$ cat src/rtl/exc_entry_pkg.sv
package exc_entry_pkg;

  typedef enum logic [1:0] {
    MEM_NONE,
    MEM_VEC,
    MEM_SR,
    MEM_PC
  } memSel_e;

  typedef enum logic [2:0] {
    ST_IDLE,
    ST_VEC,
    ST_PUSH_SR,
    ST_PUSH_PC,
    ST_JUMP
  } seqState_e;

  // strobes from control to datapath
  typedef struct packed {
    logic    capture;      // snapshot sr/pc/sp and form vector address
    logic    useBusVec;    // vector number select at capture
    logic    loadHandler;  // take read data as handler address
    logic    stepSp;       // pre-decrement completed
    memSel_e memSel;       // which address/data drive the port
  } dpStrobe_t;

endpackage

$ cat src/rtl/exc_entry_ctrl.sv
module exc_entry_ctrl
  import exc_entry_pkg::*;
#(
  parameter int NUM_SRC = 2
) (
  input  logic      clk,
  input  logic      rstN,
  input  logic      addrErrReq,
  input  logic      busErrReq,
  input  logic      busErrNotifyEn,
  input  logic      instDone,
  input  logic      busIdle,
  input  logic      memAck,
  output dpStrobe_t strobe,
  output logic      memReq,
  output logic      memWe,
  output logic      entryDone,
  output logic      busy
);

  // index 0 = address error (highest priority), index 1 = bus error
  logic [NUM_SRC-1:0] reqVec;
  logic [NUM_SRC-1:0] pendVec;
  logic [NUM_SRC-1:0] grantVec;
  logic               start;
  seqState_e          state, stateNext;

  assign reqVec = {busErrReq & busErrNotifyEn, addrErrReq};

  // fixed priority: lowest index wins
  always_comb begin
    grantVec = '0;
    for (int i = 0; i < NUM_SRC; i++) begin
      if (pendVec[i] && (grantVec == '0)) grantVec[i] = 1'b1;
    end
  end

  assign start = (state == ST_IDLE) && (|pendVec) && instDone && busIdle;

  // one pending latch per source; a new request wins over the clear
  for (genvar g = 0; g < NUM_SRC; g++) begin : g_pend
    always_ff @(posedge clk or negedge rstN) begin
      if (!rstN) pendVec[g] <= 1'b0;
      else       pendVec[g] <= (pendVec[g] & ~(start & grantVec[g])) | reqVec[g];
    end
  end

  always_comb begin
    stateNext = state;
    unique case (state)
      ST_IDLE:    if (start)  stateNext = ST_VEC;
      ST_VEC:     if (memAck) stateNext = ST_PUSH_SR;
      ST_PUSH_SR: if (memAck) stateNext = ST_PUSH_PC;
      ST_PUSH_PC: if (memAck) stateNext = ST_JUMP;
      ST_JUMP:                stateNext = ST_IDLE;
      default:                stateNext = ST_IDLE;
    endcase
  end

  always_ff @(posedge clk or negedge rstN) begin
    if (!rstN) state <= ST_IDLE;
    else       state <= stateNext;
  end

  always_comb begin
    strobe             = '0;
    strobe.capture     = start;
    strobe.useBusVec   = ~grantVec[0];
    strobe.loadHandler = (state == ST_VEC) && memAck;
    strobe.stepSp      = ((state == ST_PUSH_SR) || (state == ST_PUSH_PC)) && memAck;
    unique case (state)
      ST_VEC:     strobe.memSel = MEM_VEC;
      ST_PUSH_SR: strobe.memSel = MEM_SR;
      ST_PUSH_PC: strobe.memSel = MEM_PC;
      default:    strobe.memSel = MEM_NONE;
    endcase
  end

  assign memReq    = (state == ST_VEC) || (state == ST_PUSH_SR) || (state == ST_PUSH_PC);
  assign memWe     = (state == ST_PUSH_SR) || (state == ST_PUSH_PC);
  assign entryDone = (state == ST_JUMP);
  assign busy      = (state != ST_IDLE);

endmodule

$ cat src/rtl/exc_entry_dp.sv
module exc_entry_dp
  import exc_entry_pkg::*;
#(
  parameter int XLEN         = 32,
  parameter int ADDR_VEC_NUM = 9,
  parameter int BUS_VEC_NUM  = 16
) (
  input  logic            clk,
  input  logic            rstN,
  input  dpStrobe_t       strobe,
  input  logic [XLEN-1:0] vbr,
  input  logic [XLEN-1:0] srIn,
  input  logic [XLEN-1:0] nextPcIn,
  input  logic [XLEN-1:0] spIn,
  input  logic [XLEN-1:0] memRdata,
  output logic [XLEN-1:0] memAddr,
  output logic [XLEN-1:0] memWdata,
  output logic [XLEN-1:0] pcOut,
  output logic [XLEN-1:0] spOut
);

  localparam int              WORD_BYTES = XLEN / 8;
  localparam logic [XLEN-1:0] STEP       = XLEN'(WORD_BYTES);
  localparam logic [XLEN-1:0] ADDR_OFF   = XLEN'(ADDR_VEC_NUM * WORD_BYTES);
  localparam logic [XLEN-1:0] BUS_OFF    = XLEN'(BUS_VEC_NUM * WORD_BYTES);

  logic [XLEN-1:0] vecAddr;
  logic [XLEN-1:0] srSave;
  logic [XLEN-1:0] pcSave;
  logic [XLEN-1:0] spWork;
  logic [XLEN-1:0] handler;

  always_ff @(posedge clk or negedge rstN) begin
    if (!rstN) begin
      vecAddr <= '0;
      srSave  <= '0;
      pcSave  <= '0;
      spWork  <= '0;
      handler <= '0;
    end else begin
      if (strobe.capture) begin
        vecAddr <= vbr + (strobe.useBusVec ? BUS_OFF : ADDR_OFF);
        srSave  <= srIn;
        pcSave  <= nextPcIn;
        spWork  <= spIn;
      end
      if (strobe.loadHandler) handler <= memRdata;
      if (strobe.stepSp)      spWork  <= spWork - STEP;
    end
  end

  always_comb begin
    unique case (strobe.memSel)
      MEM_VEC:        memAddr = vecAddr;
      MEM_SR, MEM_PC: memAddr = spWork - STEP;
      default:        memAddr = '0;
    endcase
    unique case (strobe.memSel)
      MEM_SR:  memWdata = srSave;
      MEM_PC:  memWdata = pcSave;
      default: memWdata = '0;
    endcase
  end

  assign pcOut = handler;
  assign spOut = spWork;

endmodule

$ cat src/rtl/exc_entry_seq.sv
module exc_entry_seq
  import exc_entry_pkg::*;
#(
  parameter int XLEN         = 32,
  parameter int ADDR_VEC_NUM = 9,
  parameter int BUS_VEC_NUM  = 16
) (
  input  logic            clk,
  input  logic            rstN,
  input  logic            addrErrReq,
  input  logic            busErrReq,
  input  logic            busErrNotifyEn,
  input  logic            instDone,
  input  logic            busIdle,
  input  logic [XLEN-1:0] vbr,
  input  logic [XLEN-1:0] srIn,
  input  logic [XLEN-1:0] nextPcIn,
  input  logic [XLEN-1:0] spIn,
  output logic            memReq,
  output logic            memWe,
  output logic [XLEN-1:0] memAddr,
  output logic [XLEN-1:0] memWdata,
  input  logic [XLEN-1:0] memRdata,
  input  logic            memAck,
  output logic [XLEN-1:0] pcOut,
  output logic [XLEN-1:0] spOut,
  output logic            entryDone,
  output logic            busy
);

  dpStrobe_t strobe;

  exc_entry_ctrl #(.NUM_SRC(2)) ctrl_i (
    .clk           (clk),
    .rstN          (rstN),
    .addrErrReq    (addrErrReq),
    .busErrReq     (busErrReq),
    .busErrNotifyEn(busErrNotifyEn),
    .instDone      (instDone),
    .busIdle       (busIdle),
    .memAck        (memAck),
    .strobe        (strobe),
    .memReq        (memReq),
    .memWe         (memWe),
    .entryDone     (entryDone),
    .busy          (busy)
  );

  exc_entry_dp #(
    .XLEN        (XLEN),
    .ADDR_VEC_NUM(ADDR_VEC_NUM),
    .BUS_VEC_NUM (BUS_VEC_NUM)
  ) dp_i (
    .clk     (clk),
    .rstN    (rstN),
    .strobe  (strobe),
    .vbr     (vbr),
    .srIn    (srIn),
    .nextPcIn(nextPcIn),
    .spIn    (spIn),
    .memRdata(memRdata),
    .memAddr (memAddr),
    .memWdata(memWdata),
    .pcOut   (pcOut),
    .spOut   (spOut)
  );

endmodule

$ cat config.mk
export PLATFORM = sky130hd
export DESIGN_NAME = exc_entry_seq
export DESIGN_NICKNAME = d
export VERILOG_FILES = /design/src/rtl/exc_entry_pkg.sv /design/src/rtl/exc_entry_ctrl.sv /design/src/rtl/exc_entry_dp.sv /design/src/rtl/exc_entry_seq.sv
export SDC_FILE = /design/constraint.sdc
export NUM_CORES = 1
export LEC_CHECK = 0
export ABC_AREA = 1
export BUFFER_PORTS_ARGS = -buffer_cell sky130_fd_sc_hd__buf_4
export CAP_MARGIN = 20
export CORE_UTILIZATION = 40
export DETAILED_ROUTE_END_ITERATION = 12
export GPL_TIMING_DRIVEN = 1
export PLACE_DENSITY = 0.66
export SETUP_SLACK_MARGIN = 0.3
export SYNTH_ARGS = -nofsm -noshare
export SYNTH_HDL_FRONTEND = slang
export SYNTH_HIERARCHICAL = 1
export SYNTH_SLANG_ARGS = --single-unit
$ cat constraint.sdc
create_clock -name clk -period 2.28 [get_ports clk]
set_input_delay 0.342 -clock clk [delete_from_list [all_inputs] [get_ports clk]]
set_output_delay 0.342 -clock clk [all_outputs]
set_load 0.02 [all_outputs]
==> impl_metrics.yaml <==
power:
  p_leak_nw: 6.89
  seqPwrFrac_pct: 25.6
  p_int_w: 0.0115
  ir_worst_vdd_mv: 0.646
  pwr-share-comb_pct: 60.6
  p_per_area_nw_per_um2: 1440
  clkPwrFrac_pct: 13.8
  switching_share_pct: 44.9
  switchingPower_w: 0.00935
timing:
  rsz0062_at_grt: "yes"
  fin_crit_sh_pct: 104
  tightest_slew_ps: 522
  fin_worst_skew_ps: 8.83
  fin_ws_ps: -84.5
  setup_viol: 16
  period_needed_ps: 2360
  whs_ps: 105
  finalHoldViolCount: 0
  clock.fmax_mhz: 423
  finalMaxSlewViolations: 0
  slew_headroom_pct: 65.2
cts:
  insertion_delay_ps: 430
  clock-sinks: 165
  clockRootBuffer: "clkbuf_16"
  htreeDepth: 4
  cts_buffer_depth: 2
  numCtsBuffers: 17
  path_clk_slew_ps: 80
  cts_tree: "built"
worst_setup_path:
  timing.rr.end: "dp_i/spOut[10]"
  cp-start-kind: "flip-flop"
  r2r_start: "ctrl_i/state[2]"
  cp_max_fo: 8
  r2r_cells: 7
  cp.required_ps: 1940
  regToRegSetupSlack_ps: 350
  cp.arrival_ps: 2020
  end_kind: "output pin"
  worstSetupPathType: "reg -> out"
final_layout:
  post-route-cell-area_um2: 14400
  area_delta_synth_final_pct: 60.6
  fill_cells: 1801
  final_core_util_pct: 65.8
  antenna_cells: 0
  drive_above_1_share_pct: 41.9
  layout.nets: 1742
synthesis:
  synthTopCellsByArea: "dfrtp_1 (46%), nand2_1 (18%), inv_1 (5.9%), o21ai_0 (5.0%), nor2_1 (4.1%)"
  synth_top_area_share_pct: 46.0
  postSynthCellCount: 1203
  yosys_most_used_dff: "dfrtp_1"
  yosysWarnings: 6
  yosysUniqueCellTypes: 41
  seq_area_frac_synth_pct: 46.0
  async_reset_ff_share_pct: 100
  yosysTopAreaCell: "dfrtp_1"
  syn_avg_cell_area_um2: 7.46
  synth_nets: 1376
  synth_area_um2: 8970
  ys_ff_latch: 165
  synth_edf_count: 0
die:
  dieArea_um2: 23000
  dieHeight_um: 152
  start_util_pct: 41.0
  num_io_pins: 300
  dieWidth_um: 152
  core-area_um2: 21900
  rows: 54
global_routing:
  grt_pass1_vias: 9234
  grt.busiest_layer: "met2"
  overflow: 0
  grt_usage_pct: 27.8
  global_route.usage.met3_pct: 6.74
  use_met1_pct: 33.4
  grtUsageMet2_pct: 46.8
  grt_pass1_wl_um: 48300
  antenna_found_initial: 0
  grt_max_degree: 134
detailed_routing:
  wl_per_cell_um: 17.7
  drt_first_pass_iters: 5
  wirelength_um: 32900
  drtIter0Drc: 527
  drc: 0
  viasPerCell: 5.12
  drtAntennaViolNets: 0
  vias: 9525
run_status:
  outcome: "finished, violations left"
  failed_checks: "setup timing"
min_path:
  holdPathEnd: "dp_i/pcSave[22]"
  hold_path_class: "in -> reg"
  min_from: "nextPcIn[22]"
  whs_path_depth: 3
placed_design:
  post_dp_cell_area_um2: 11600
  routabilityCongestion: 0.908
  hpwl_um: 21700
  portBuffers: 299
flow_run:
  max-cap-violations: 0
==> stage by stage <==
stage	TNS [ps]	worst slack, ps	std cells	total power [W]
2_1_floorplan	0	305	1203	0.0101
5_1_grt	-2860	-223	1862	0.0219
3_3_place_gp	0	221	1755	0.0135
3_5_place_dp	0	136	1755	0.0136
4_1_cts	-136	-33.0	1834	0.0197
6_report	-541	-84.5	1862	0.0208
==> metal layers <==
layer	up-vias	share of wire [%]
li1	4535	-
met3	72	8.1
met2	414	49
met1	4504	39
met5	-	0
met4	0	3.4
==> state kept, by name (all words and copies together) (netlist names) <==
register / flops
dp_i/pcOut: 32
dp_i/pcSave: 32
dp_i/spOut: 32
dp_i/srSave: 32
dp_i/vecAddr: 32
ctrl_i/state: 3
ctrl_i/pendVec: 2
==> layout make-up <==
class / instances / area (µm²) / area share (%)
Multi-Input combinational cell: 847 / 5210 / 36.2
Tap cell: 280 / 350 / 2.43
Clock buffer: 18 / 439 / 3.05
Timing Repair Buffer: 393 / 3540 / 24.6
Sequential cell: 165 / 4160 / 28.9
Clock inverter: 14 / 141 / 0.981
Inverter: 145 / 566 / 3.92
==> cells in the mapped netlist, drive strengths merged, types with 2 or more instances <==
master	number
nand2	445
dfrtp	165
inv	144
nor2	110
o21ai	95
nand3	66
o22ai	36
mux2	32
buf	25
clkbuf	21
xor2	15
nand4	10
a21oi	6
nand3b	6
ha	5
o211ai	5
o21bai	4
or2	3
xnor2	3
a22o	2
==> critical path, stage by stage, from the launching register on <==
cell and delay, ps:
dfrtp_2 460, nor2_4 180, nand2_4 100, nor2_8 220, nand2_2 70, xor2_1 210, nand2_1 120, nand2_1 110
buf_6 120
==> cells by family after synthesis <==
family / after synthesis / synth area share (%)
AOI/OAI and AO/OA: 151 / 9.59
xor gates and xnor gates: 18 / 1.76
adders and majority gates: 5 / 0.697
buffers and inverters: 191 / 8.39
DFF: 165 / 46.0
muxes: 32 / 4.01
and+or+nand+nor: 641 / 29.5
==> cell usage in the layout (no fill, tap or decap), types with 31 or more instances in the layout <==
master / count
o21ai_0: 86
nor2_1: 64
buf_4: 298
nand2_2: 38
o22ai_4: 36
inv_1: 131
nand2_1: 390
nand3_1: 59
dfrtp_1: 141
mux2_2: 31
buf_6: 73
==> power groups by stage <==
stage,Clock [W],Combinational (W),Sequential [W]
after detailed placement,0,0.00843,0.00521
after floorplan,0,0.00448,0.00562
after CTS,0.00291,0.0115,0.00525
after global routing,0.00305,0.0134,0.00547
final,0.00287,0.0126,0.00533
after global placement,0,0.00834,0.00517
==> how the worst max path moves through the flow <==
stage / slack [ps] / to / startpoint / cells after the start
after global routing: -220 / memAddr[31] / dp_i/spOut[19] / 10
after global placement: 220 / memAddr[18] / dp_i/spOut[3] / 9
after floorplan: 310 / memAddr[0] / ctrl_i/state[2] / 6
final: -80 / memAddr[17] / dp_i/spOut[4] / 8
after CTS: -30 / memAddr[17] / dp_i/spOut[5] / 8
after detailed placement: 140 / memAddr[18] / dp_i/spOut[3] / 9
==> what timing repair did <==
item | 4_1_cts | 5_1_grt
pin swaps | 39 | 53
hold buffers | 1 | 0
gates resized for setup | 260 | 96
gates cloned | 6 | 2
setup endpoints to repair | 65 | 89
buffers inserted | 40 | 26
endpoints found under the hold margin | 42 | 0
Note: power is estimated with default switching activity, not from simulation.
